**src/rtl/stage_wdg_pkg.sv**
```systemverilog
package stage_wdg_pkg;

  localparam logic [1:0] ADDR_LOAD = 2'd0;
  localparam logic [1:0] ADDR_CTRL = 2'd1;
  localparam logic [1:0] ADDR_CLR  = 2'd2;
  localparam logic [1:0] ADDR_LOCK = 2'd3;
  localparam int CFG_W = 5;

  // control word layout, bit 0 at the right
  typedef struct packed {
    logic stallEn;
    logic nmiSel;
    logic rstEn;
    logic intEn;
    logic run;
  } wdgCfg_t;

  // strobes from control to datapath
  typedef struct packed {
    logic tick;
    logic reload;
    logic wipe;
  } wdgStrobe_t;

endpackage

```
**src/rtl/stage_wdg_dp.sv**
```systemverilog
module stage_wdg_dp
  import stage_wdg_pkg::*;
#(
  parameter int CNT_W = 32
) (
  input  logic             clk,
  input  logic             rstN,
  input  wdgStrobe_t       strobe,
  input  logic [CNT_W-1:0] reloadVal,
  output logic [CNT_W-1:0] countQ,
  output logic             isZero
);

  localparam logic [CNT_W-1:0] RST_CNT = '1;

  always_ff @(posedge clk or negedge rstN) begin
    if (!rstN) begin
      countQ <= RST_CNT;
    end else if (strobe.wipe) begin
      countQ <= RST_CNT;
    end else if (strobe.reload) begin
      countQ <= reloadVal;
    end else if (strobe.tick) begin
      countQ <= countQ - 1'b1;
    end
  end

  assign isZero = (countQ == '0);


  hold_chk: assert property (@(posedge clk) disable iff (!rstN)
    (!strobe.tick && !strobe.reload && !strobe.wipe) |=> $stable(countQ));


  dec_chk: assert property (@(posedge clk) disable iff (!rstN)
    (strobe.tick && !strobe.reload && !strobe.wipe) |=> (countQ == CNT_W'($past(countQ) - 1'b1)));

endmodule

```
**src/rtl/stage_wdg_ctrl.sv**
```systemverilog
module stage_wdg_ctrl
  import stage_wdg_pkg::*;
#(
  parameter int               CNT_W      = 32,
  parameter logic [CNT_W-1:0] UNLOCK_KEY = 32'h1ACC_E55D
) (
  input  logic             clk,
  input  logic             rstN,
  input  logic             wrEn,
  input  logic [1:0]       wrAddr,
  input  logic [CNT_W-1:0] wrData,
  input  logic             cpuHalt,
  input  logic             isZero,
  output wdgStrobe_t       strobe,
  output logic [CNT_W-1:0] reloadVal,
  output logic             locked,
  output logic             irq,
  output logic             nmi,
  output logic             sysRst
);

  localparam logic [CNT_W-1:0] RST_LOAD = '1;

  wdgCfg_t          cfgQ;
  logic [CNT_W-1:0] loadQ;
  logic             lockQ;
  logic             pendQ;
  logic             rstQ;

  logic wrLoad, wrCtrl, wrClr, wrLock;
  logic tick, timeout, escalate;

  always_comb begin
    wrLoad   = wrEn && (wrAddr == ADDR_LOAD) && !lockQ;
    wrCtrl   = wrEn && (wrAddr == ADDR_CTRL) && !lockQ;
    wrClr    = wrEn && (wrAddr == ADDR_CLR);
    wrLock   = wrEn && (wrAddr == ADDR_LOCK);
    tick     = cfgQ.run && !(cfgQ.stallEn && cpuHalt);
    timeout  = tick && isZero;
    escalate = timeout && pendQ && cfgQ.rstEn;
  end

  always_ff @(posedge clk or negedge rstN) begin
    if (!rstN) begin
      cfgQ  <= '0;
      loadQ <= RST_LOAD;
      lockQ <= 1'b0;
      pendQ <= 1'b0;
      rstQ  <= 1'b0;
    end else if (escalate) begin
      cfgQ  <= '0;
      loadQ <= RST_LOAD;
      lockQ <= 1'b0;
      pendQ <= 1'b0;
      rstQ  <= 1'b1;
    end else begin
      rstQ <= 1'b0;
      if (wrLoad) loadQ <= wrData;
      if (wrCtrl) cfgQ <= wdgCfg_t'(wrData[CFG_W-1:0]);
      if (wrLock) lockQ <= (wrData != UNLOCK_KEY);
      if (wrClr) pendQ <= 1'b0;
      else if (timeout) pendQ <= 1'b1;
    end
  end

  always_comb begin
    strobe.tick   = tick;
    strobe.reload = wrClr || wrLoad || timeout;
    strobe.wipe   = escalate;
    reloadVal     = wrLoad ? wrData : loadQ;
  end

  assign locked = lockQ;
  assign irq    = pendQ && cfgQ.intEn && !cfgQ.nmiSel;
  assign nmi    = pendQ && cfgQ.intEn && cfgQ.nmiSel;
  assign sysRst = rstQ;


  one_cycle_rst_chk: assert property (@(posedge clk) disable iff (!rstN)
    sysRst |=> !sysRst);


  rst_after_pend_chk: assert property (@(posedge clk) disable iff (!rstN)
    sysRst |-> ($past(pendQ) && !lockQ && !cfgQ.run));


  locked_cfg_hold_chk: assert property (@(posedge clk) disable iff (!rstN)
    (lockQ && wrEn && (wrAddr != ADDR_LOCK) && !escalate) |=> ($stable(cfgQ) && $stable(loadQ)));


  excl_out_chk: assert property (@(posedge clk) disable iff (!rstN)
    !(irq && nmi));

endmodule

```
**src/rtl/stage_wdg.sv**
```systemverilog
module stage_wdg
  import stage_wdg_pkg::*;
#(
  parameter int               CNT_W      = 32,
  parameter logic [CNT_W-1:0] UNLOCK_KEY = 32'h1ACC_E55D
) (
  input  logic             clk,
  input  logic             rstN,
  input  logic             wrEn,
  input  logic [1:0]       wrAddr,
  input  logic [CNT_W-1:0] wrData,
  input  logic             cpuHalt,
  output logic [CNT_W-1:0] count,
  output logic             locked,
  output logic             irq,
  output logic             nmi,
  output logic             sysRst
);

  wdgStrobe_t       strobe;
  logic [CNT_W-1:0] reloadVal;
  logic             isZero;

  stage_wdg_ctrl #(.CNT_W(CNT_W), .UNLOCK_KEY(UNLOCK_KEY)) u_ctrl (
    .clk(clk), .rstN(rstN), .wrEn(wrEn), .wrAddr(wrAddr), .wrData(wrData),
    .cpuHalt(cpuHalt), .isZero(isZero), .strobe(strobe), .reloadVal(reloadVal),
    .locked(locked), .irq(irq), .nmi(nmi), .sysRst(sysRst)
  );

  stage_wdg_dp #(.CNT_W(CNT_W)) u_dp (
    .clk(clk), .rstN(rstN), .strobe(strobe), .reloadVal(reloadVal),
    .countQ(count), .isZero(isZero)
  );

endmodule

```
**config.mk**
```make
export PLATFORM = sky130hd
export DESIGN_NAME = stage_wdg
export DESIGN_NICKNAME = d
export VERILOG_FILES = /design/src/rtl/stage_wdg_pkg.sv /design/src/rtl/stage_wdg_dp.sv /design/src/rtl/stage_wdg_ctrl.sv /design/src/rtl/stage_wdg.sv
export SDC_FILE = /design/constraint.sdc
export NUM_CORES = 1
export LEC_CHECK = 0
export ABC_CLOCK_PERIOD_IN_PS = 3550
export BUFFER_PORTS_ARGS = -buffer_cell sky130_fd_sc_hd__buf_2
export CORE_UTILIZATION = 45
export DETAILED_ROUTE_END_ITERATION = 8
export PLACE_DENSITY_LB_ADDON = 0.2
export SETUP_SLACK_MARGIN = 0.3
export SYNTH_ARGS = -nofsm -noshare
export SYNTH_HDL_FRONTEND = slang
export SYNTH_SLANG_ARGS = --single-unit
export TNS_END_PERCENT = 50
```
**constraint.sdc**
```tcl
create_clock -name clk -period 3.55 [get_ports clk]
set_input_delay 0.355 -clock clk [delete_from_list [all_inputs] [get_ports clk]]
set_output_delay 0.355 -clock clk [all_outputs]
set_load 0.03 [all_outputs]
```
# Word-level counts from Yosys, hierarchy flattened
# Index checks and enable logic that the tools add are counted.
[op_classes]
shift = 0
n_reduce_logical = 25
n_mul = 0
n_eq_ne = 4
addsub = 1
n_bitwise = 0
n_mux = 13
order_cmp = 0
div_mod_pow = 0
[ops]
columns = ["cell", "count"]
rows = [
  ["$mux 32", 5],
  ["$logic_not 32->1", 1],
  ["$ne 32x29->1 const B", 1],
  ["$sub 32x1->32 const B", 1],
  ["$logic_and 1x1->1", 14],
  ["$mux 5", 2],
  ["$mux 1", 6],
  ["$reduce_bool 3->1", 2],
  ["$eq 2x2->1 const B", 2],
  ["$reduce_bool 2->1", 2],
  ["$logic_not 1->1", 3],
  ["$eq 2x1->1 const B", 1],
  ["$logic_not 2->1", 1],
  ["$logic_or 1x1->1", 2],
]
[totals]
romBits = 0
ram_bits = 0
out_inout_bits = 36
register_bits = 72
n_memories = 0
wordCells = 53
latchBits = 0

# Depth between registers and ports, before layout
# Gate-level depths: netlist of the first run.
[depth]
ltp_word = 7
depth_mapped = 10

# Cells and area by module
# Synthesis of the first run repeated with hierarchy kept, for this count alone.
[hier_totals]
hier_cells = 407
area_unflattened_um2 = 4196.5
[modules_own_cells]
columns = ["mod", "n_inst", "area_each_um2", "cells_each"]
rows = [
  ["stage_wdg_dp", 1, 2257.2, 256],
  ["stage_wdg_ctrl", 1, 1939.4, 151],
]

# Worst setup path before layout of the first run
# Ideal clock, no wire load.
[synth_timing]
path_type = "reg-to-reg"
startpoint = "reg u_dp.countQ[0]"
endpoint = "reg u_dp.countQ[27]"
slack_ps = 1267
setup_time_ps = 98
t_arrival_ps = 2185
path_stages_with_launch = 10
n_path_buf = 1
t_required_ps = 3452
path_cell_list = "dfstp_2 -> inv_1 -> ha_1 -> nor2b_1 -> and4_1 -> and3_1 -> a21oi_2 -> buf_6 -> nor2_2 -> a221oi_1"
[synth_between]
elab_chain_cells = 5
[synth_rtl]
columns = ["item", "line", "rtl"]
rows = [
  ["start, declared", "stage_wdg_dp.sv:10", "output logic [CNT_W-1:0] countQ,"],
  ["start signal, assigned", "stage_wdg_dp.sv:22", "countQ <= reloadVal;"],
  ["start signal, assigned", "stage_wdg_dp.sv:24", "countQ <= countQ - 1'b1;"],
  ["branches (longest 5 deep; another with $sub 32x1->32)", "--", ""],
]
# Parallel ways; which one is timed is not known. The select of a mux whose other input is x is not followed.
# A chain may end at the register's enable or synchronous reset.

# Worst setup path in the final report of the first run
[layout_timing]
startpoint = "reg u_dp.countQ[0]"
endpoint = "reg u_dp.countQ[3]"
# The elaborated chain is that of the path after synthesis.

==> results_dict.tcl, run 1 <==
set metrics [dict create \
    final_common_cell "buf_2" \
    postCtsSetupBuffers 0 \
    die_h_um 98.2 \
    syn2layout_area_growth_pct 17.0 \
    finalNonFillerCells 605 \
    fmax_ghz 0.373 \
    wl_per_cell_um 19.3 \
    cts.repair.resized 0 \
    required_ns 3.84 \
    grt_max_degree 43 \
    cp_max_fo 22 \
    antenna_found_initial 0 \
    synth_seq_cells 72 \
    multiInputGateArea_um2 2150 \
    core-area_um2 8850 \
    syn_nets 458 \
    syn_area_per_cell_um2 9.93 \
    async_reset_ff_share_pct 100 \
    seqPwrFrac_pct 44.4 \
    cts_tree "yes" \
    slew_violations 0 \
    start_util_pct 47.0 \
    swShare_pct 38.5 \
    cts_hold_buf 0 \
    power.density_nw_per_um2 666 \
    nNetsFinal 531 \
    syn_inst 419 \
    grt_pass1_wl_um 18700 \
    clk_latency_ns 0.35 \
    total_power_mw 3.24 \
    ios 74 \
    power.share.clock_pct 22.6 \
    rrSetupSlack_ns 0.87 \
    numCtsBuffers 9 \
    p_switching_mw 1.25 \
    finalHoldViolCount 0 \
    p_int_mw 1.99 \
    die_w_um 98.2 \
    num_vias 3636 \
    synthDominantCellAreaShare_pct 40.4 \
    dr.first_iter.drc_count 225 \
    drive_gt1_share_pct 36.6 \
    gp_congestion 0.819 \
    post-place-cells 589 \
    synth_warnings 0 \
    cts.sinks 72 \
    global_route.overflow_total 0 \
    synth-main-ff-cell "dfstp_2" \
    dieArea_um2 9640 \
    wl_um 11700 \
    drc_errors 4 \
    rsz0062_at_grt "false" \
    slew_headroom_pct 44.0 \
    yosysUniqueCellTypes 62 \
    grt_pass1_vias 3576 \
    tns_ns 0 \
    num_rows 34 \
    cts_max_path_buffers 2 \
    critPathKind "reg2reg" \
    violations "DRC" \
    diodes 0 \
    regArea_um2 1880 \
    drtPass1Iterations 7 \
    place_ws_ns 0.896 \
    period_needed_ns 2.68 \
    ys_seq_area_share_pct 45.2 \
    synth_area_um2 4160 \
    status "finished, violations left" \
    max_slew.worst_pin.slew_ns 0.833 \
    hp-class "in2reg" \
    max_cap_violations 0 \
    synth.area.top_cells "dfstp_2 40%, mux2i_1 11%, nand2_1 5.0%" \
    start_kind "flop" \
    htreeDepth 3 \
    final_antenna_net_count 0 \
    p_leak_nw 2.08 \
    cts_root_buf "clkbuf_8" \
    fill_cells 836 \
    dp_hpwl_um 8420 \
    avgViaCountPerCell 6.01 \
    setup_viol 0 \
    layout.cells.most_common_list "73 x buf_2, 64 x dfstp_2, 56 x nand2_1, 45 x mux2i_1, 39 x nor2_1" \
    vdd_drop_max_uv 333 \
    synth_edf_count 0 \
    clkTransAtPathRegs_ns 0.08 \
    io_buffers 73 \
    worst_slack_ns 0.871 \
    timing.final.crit_share_pct 75.5 \
    grt_util_all_layers_pct 25.3 \
    synth_largest_area_cell "dfstp_2" \
    pwr-share-comb_pct 33.0 \
    end_kind "flop" \
    finClkSkew_ns 0.00675 \
    hold_ws_ns 0.276 \
    cp_data_arrival_time_ns 2.97 \
]
==> cell type report <==
cell class | count | share of cell area, %
inverters | 11 | 0.848
well taps | 108 | 2.77
multi-input cells | 317 | 44.2
repair buffers | 81 | 8.99
flip-flops and latches | 72 | 38.6
clock buffers | 11 | 2.90
clock inverters | 5 | 1.64
==> synthesized netlist by cell type, types with 8 or more instances <==
master	n
nor4_1	12
nor3_1	15
dfstp_2	64
inv_1	11
a21oi_1	16
nand2_1	56
clkbuf_1	8
dfrtp_1	8
nor2_1	39
mux2i_1	45
==> stage by stage <==
stage / instance area, um2 / utilization [%]
after global placement: 4650 / 52.5
after detailed placement: 4650 / 52.5
final: 4870 / 55.0
after global routing: 4870 / 55.0
after CTS: 4870 / 55.0
after floorplan: 4160 / -
==> cell families (layout without fill, tap and decap cells) <==
group / after synthesis / in the layout / share of synthesized area [%]
simple gates: 183 / 183 / 24.3
compound gates: 74 / 74 / 12.7
flops: 72 / 72 / 45.2
mux: 52 / 52 / 12.8
buf+inv: 30 / 108 / 3.28
xor+xnor: 7 / 7 / 1.47
fa+ha+maj: 1 / 1 / 0.301
==> power groups by stage <==
stage               logic (mW)  registers (mW)  clock network [mW]
floorplan                0.498            1.65                   0
global placement          1.06            1.44                   0
detailed placement        1.07            1.45                   0
CTS                       1.08            1.44               0.744
global route              1.16            1.47               0.779
finish                    1.07            1.44               0.733
==> sequential cells by signal, summed over array words and instances (netlist names) <==
| signal | count |
|---|---|
| u_ctrl.sysRst | 1 |
| u_ctrl.cfgQ | 5 |
| u_dp.countQ | 32 |
| u_ctrl.pendQ | 1 |
| u_ctrl.loadQ | 32 |
| u_ctrl.locked | 1 |
==> worst max-delay path: stages, from the launching register on <==
cell	delay (ns)
dfstp_2	0.57
inv_1	0.05
ha_1	0.21
nor2b_1	0.18
and4_1	0.22
and3_1	0.25
a21oi_2	0.46
buf_12	0.25
mux2_2	0.35
nand2_1	0.07
==> routing by layer <==
metal  vias to the layer above  routed length (um)  track usage [%]  share of wire (%)
met3                        21                 590             4.72                5.0
li1                       1692                   -                -                  -
met5                         -                   0                0                  0
met2                       111                5540             40.5                 47
met4                         0                 255             9.64                2.2
met1                      1812                5320             34.1                 45
==> worst paths after layout <==
check	start	to	cells past startpoint
worst max-delay path	u_dp.countQ[0]	u_dp.countQ[3]	9
worst min-delay path	wrData[17]	u_ctrl.loadQ[17]	3
worst max register to register	u_dp.countQ[0]	u_dp.countQ[3]	9
worst min register to register	u_dp.countQ[13]	u_dp.countQ[13]	2
max in group asynchronous	rstN	u_dp.countQ[2]	2
min in group asynchronous	rstN	u_ctrl.loadQ[16]	1
(Power assumes the default switching activity.)
==> run 2, diff against run 1 <==
ABC_CLOCK_PERIOD_IN_PS = 2700   (was 3550)
clock period = 2.7 ns   (was 3.55 ns; I/O delays follow)
==> run 2 against run 1 <==
The flow now finishes without violations; sequential power rose by 32%; global-route usage rose by 0.40 points; via count grew 3.7%; critical endpoint unchanged; utilization rose by 2.7 points; final area is 4.8% higher.
==> results_dict.tcl, run 2 (synthesized netlist as in run 1, its figures left out) <==
set metrics [dict create \
    status "complete, no violations" \
    critPathKind "reg2reg" \
    cts_root_buf "clkbuf_8" \
    antenna_found_initial 0 \
    setup_viol 0 \
    global_route.overflow_total 0 \
    num_rows 34 \
    syn2layout_area_growth_pct 22.7 \
    clk_latency_ns 0.35 \
    htreeDepth 3 \
    num_vias 3770 \
    diodes 0 \
    p_leak_nw 2.16 \
    finalHoldViolCount 0 \
    swShare_pct 38.4 \
    end_kind "flop" \
    drc_errors 0 \
    crit_chain "inv_1 > ha_1 > nor2b_1 > and4_4 > and3_4 > a21oi_4 > buf_6 > mux2_2 > nand2_1" \
    power.density_nw_per_um2 859 \
    hp-class "in2reg" \
    timing.final.crit_share_pct 87.4 \
    r2r-start "u_dp.countQ[0]" \
    wl_per_cell_um 19.8 \
    max_cap_violations 0 \
    cts_hold_buf 0 \
    grt_pass1_vias 3546 \
    finClkSkew_ns 0.00892 \
    final_common_cell "buf_2" \
    tns_ns 0 \
    reg.largest.list "u_ctrl.loadQ x32, u_dp.countQ x32, u_ctrl.cfgQ x5" \
    max_slew.worst_pin.slew_ns 0.685 \
    ios 74 \
    rr_endpoint "u_dp.countQ[3]" \
    numCtsBuffers 9 \
    dieArea_um2 9640 \
    io_buffers 73 \
    cts.sinks 72 \
    slew_violations 0 \
    critPathSlowestCell "dfstp_2" \
    start_kind "flop" \
    gp_congestion 0.874 \
    grt_util_all_layers_pct 25.7 \
    start_util_pct 47.0 \
    r2r_cells 9 \
    grt_pass1_wl_um 19000 \
    clkTransAtPathRegs_ns 0.08 \
    cp_data_arrival_time_ns 2.66 \
    required_ns 3.00 \
    seqPwrFrac_pct 43.3 \
    cts_max_path_buffers 2 \
    rrSetupSlack_ns 0.34 \
    dr.first_iter.drc_count 343 \
    grt_max_degree 43 \
    hold_path_depth 3 \
    p_int_mw 2.70 \
    post-place-cells 595 \
    vdd_drop_max_uv 432 \
    layout.cells.most_common_list "73 x buf_2, 64 x dfstp_2, 55 x nand2_1, 44 x mux2i_1, 38 x nor2_1" \
    wl_um 12200 \
    critPathMaxStageDelay_ns 0.58 \
    avgViaCountPerCell 6.11 \
    slew_headroom_pct 53.7 \
    p_switching_mw 1.68 \
    core-area_um2 8850 \
    hold_end "u_ctrl.loadQ[18]" \
    pwr-share-comb_pct 33.6 \
    power.share.clock_pct 23.2 \
    final_antenna_net_count 0 \
    die_h_um 98.2 \
    fmax_ghz 0.424 \
    critPathLaunch "u_dp.countQ[0]" \
    die_w_um 98.2 \
    drive_gt1_share_pct 40.3 \
    drtPass1Iterations 7 \
    nNetsFinal 543 \
    cts_tree "yes" \
    finalNonFillerCells 617 \
    hold_ws_ns 0.189 \
    cp_max_fo 10 \
    rsz0062_at_grt "true" \
    dp_hpwl_um 8530 \
    hp-start "wrData[18]" \
    period_needed_ns 2.36 \
]
-- run 2: cell types whose count changed in the layout (fill, tap and decap cells not counted), moves of 2 or more --
cell	before	now
buf_12	1	4
nor3_2	0	3
clkbuf_8	10	12
clkbuf_16	0	2
nor3_1	15	12
buf_4	7	13
-- run 2: critical path: cells and delay by family (launching register included) --
family                   cells  cell delay (ns)
buffers and inverters        2             0.25
AO/OA/AOI/OAI                1             0.26
AND/OR/NAND/NOR              4             0.66
multiplexers                 1             0.35
flip-flops                   1             0.58
adder cells (fa/ha/maj)      1             0.21
-- run 2: worst max-delay path by stage --
stage,to,slack [ns],cells after the start
floorplan,u_dp.countQ[27],0.42,9
global placement,u_dp.countQ[27],0.31,6
detailed placement,u_dp.countQ[15],0.23,7
CTS,u_dp.countQ[25],0.23,8
global route,u_dp.countQ[31],0.24,9
finish,u_dp.countQ[3],0.34,9
-- run 2: repair_timing --
item | 4_1_cts | 5_1_grt
endpoints found under the setup margin | 7 | 26
gates cloned | 0 | 2
buffers inserted | 0 | 4
resized for setup | 2 | 15
pin swaps | 0 | 2
-- run 2: routing by layer --
metal	global-route usage, %	vias to the layer above	share of wire (%)
met1	37.0	1857	45
met5	0	-	0
met3	3.51	28	5.9
met4	11.1	0	2.8
met2	38.8	163	46
li1	-	1722	-
-- run 2: power groups by stage --
stage          clock network [mW]  logic [mW]  registers, mW
6_report                     1.02        1.47           1.90
3_5_place_dp                    0        1.43           1.90
5_1_grt                      1.07        1.59           1.95
2_1_floorplan                   0       0.655           2.17
3_3_place_gp                    0        1.41           1.88
4_1_cts                      1.03        1.44           1.89
-- run 2: through the flow --
stage	area, um2	setup WS [ns]	util [%]	power [mW]
final	5110	0.340	57.7	4.39
after global placement	4720	0.313	53.3	3.29
after CTS	4970	0.235	56.1	4.35
after detailed placement	4720	0.229	53.3	3.33
after floorplan	4160	0.417	-	2.83
after global routing	5110	0.245	57.7	4.61
-- run 2: cell type report --
type                    instances  area (um2)
fillers                       806        3740
flip-flops and latches         72        1880
well taps                     108         135
multi-input cells             317        2200
inverters                      11        45.0
clock inverters                 4        75.1
repair buffers                 93         604
clock buffers                  12         165
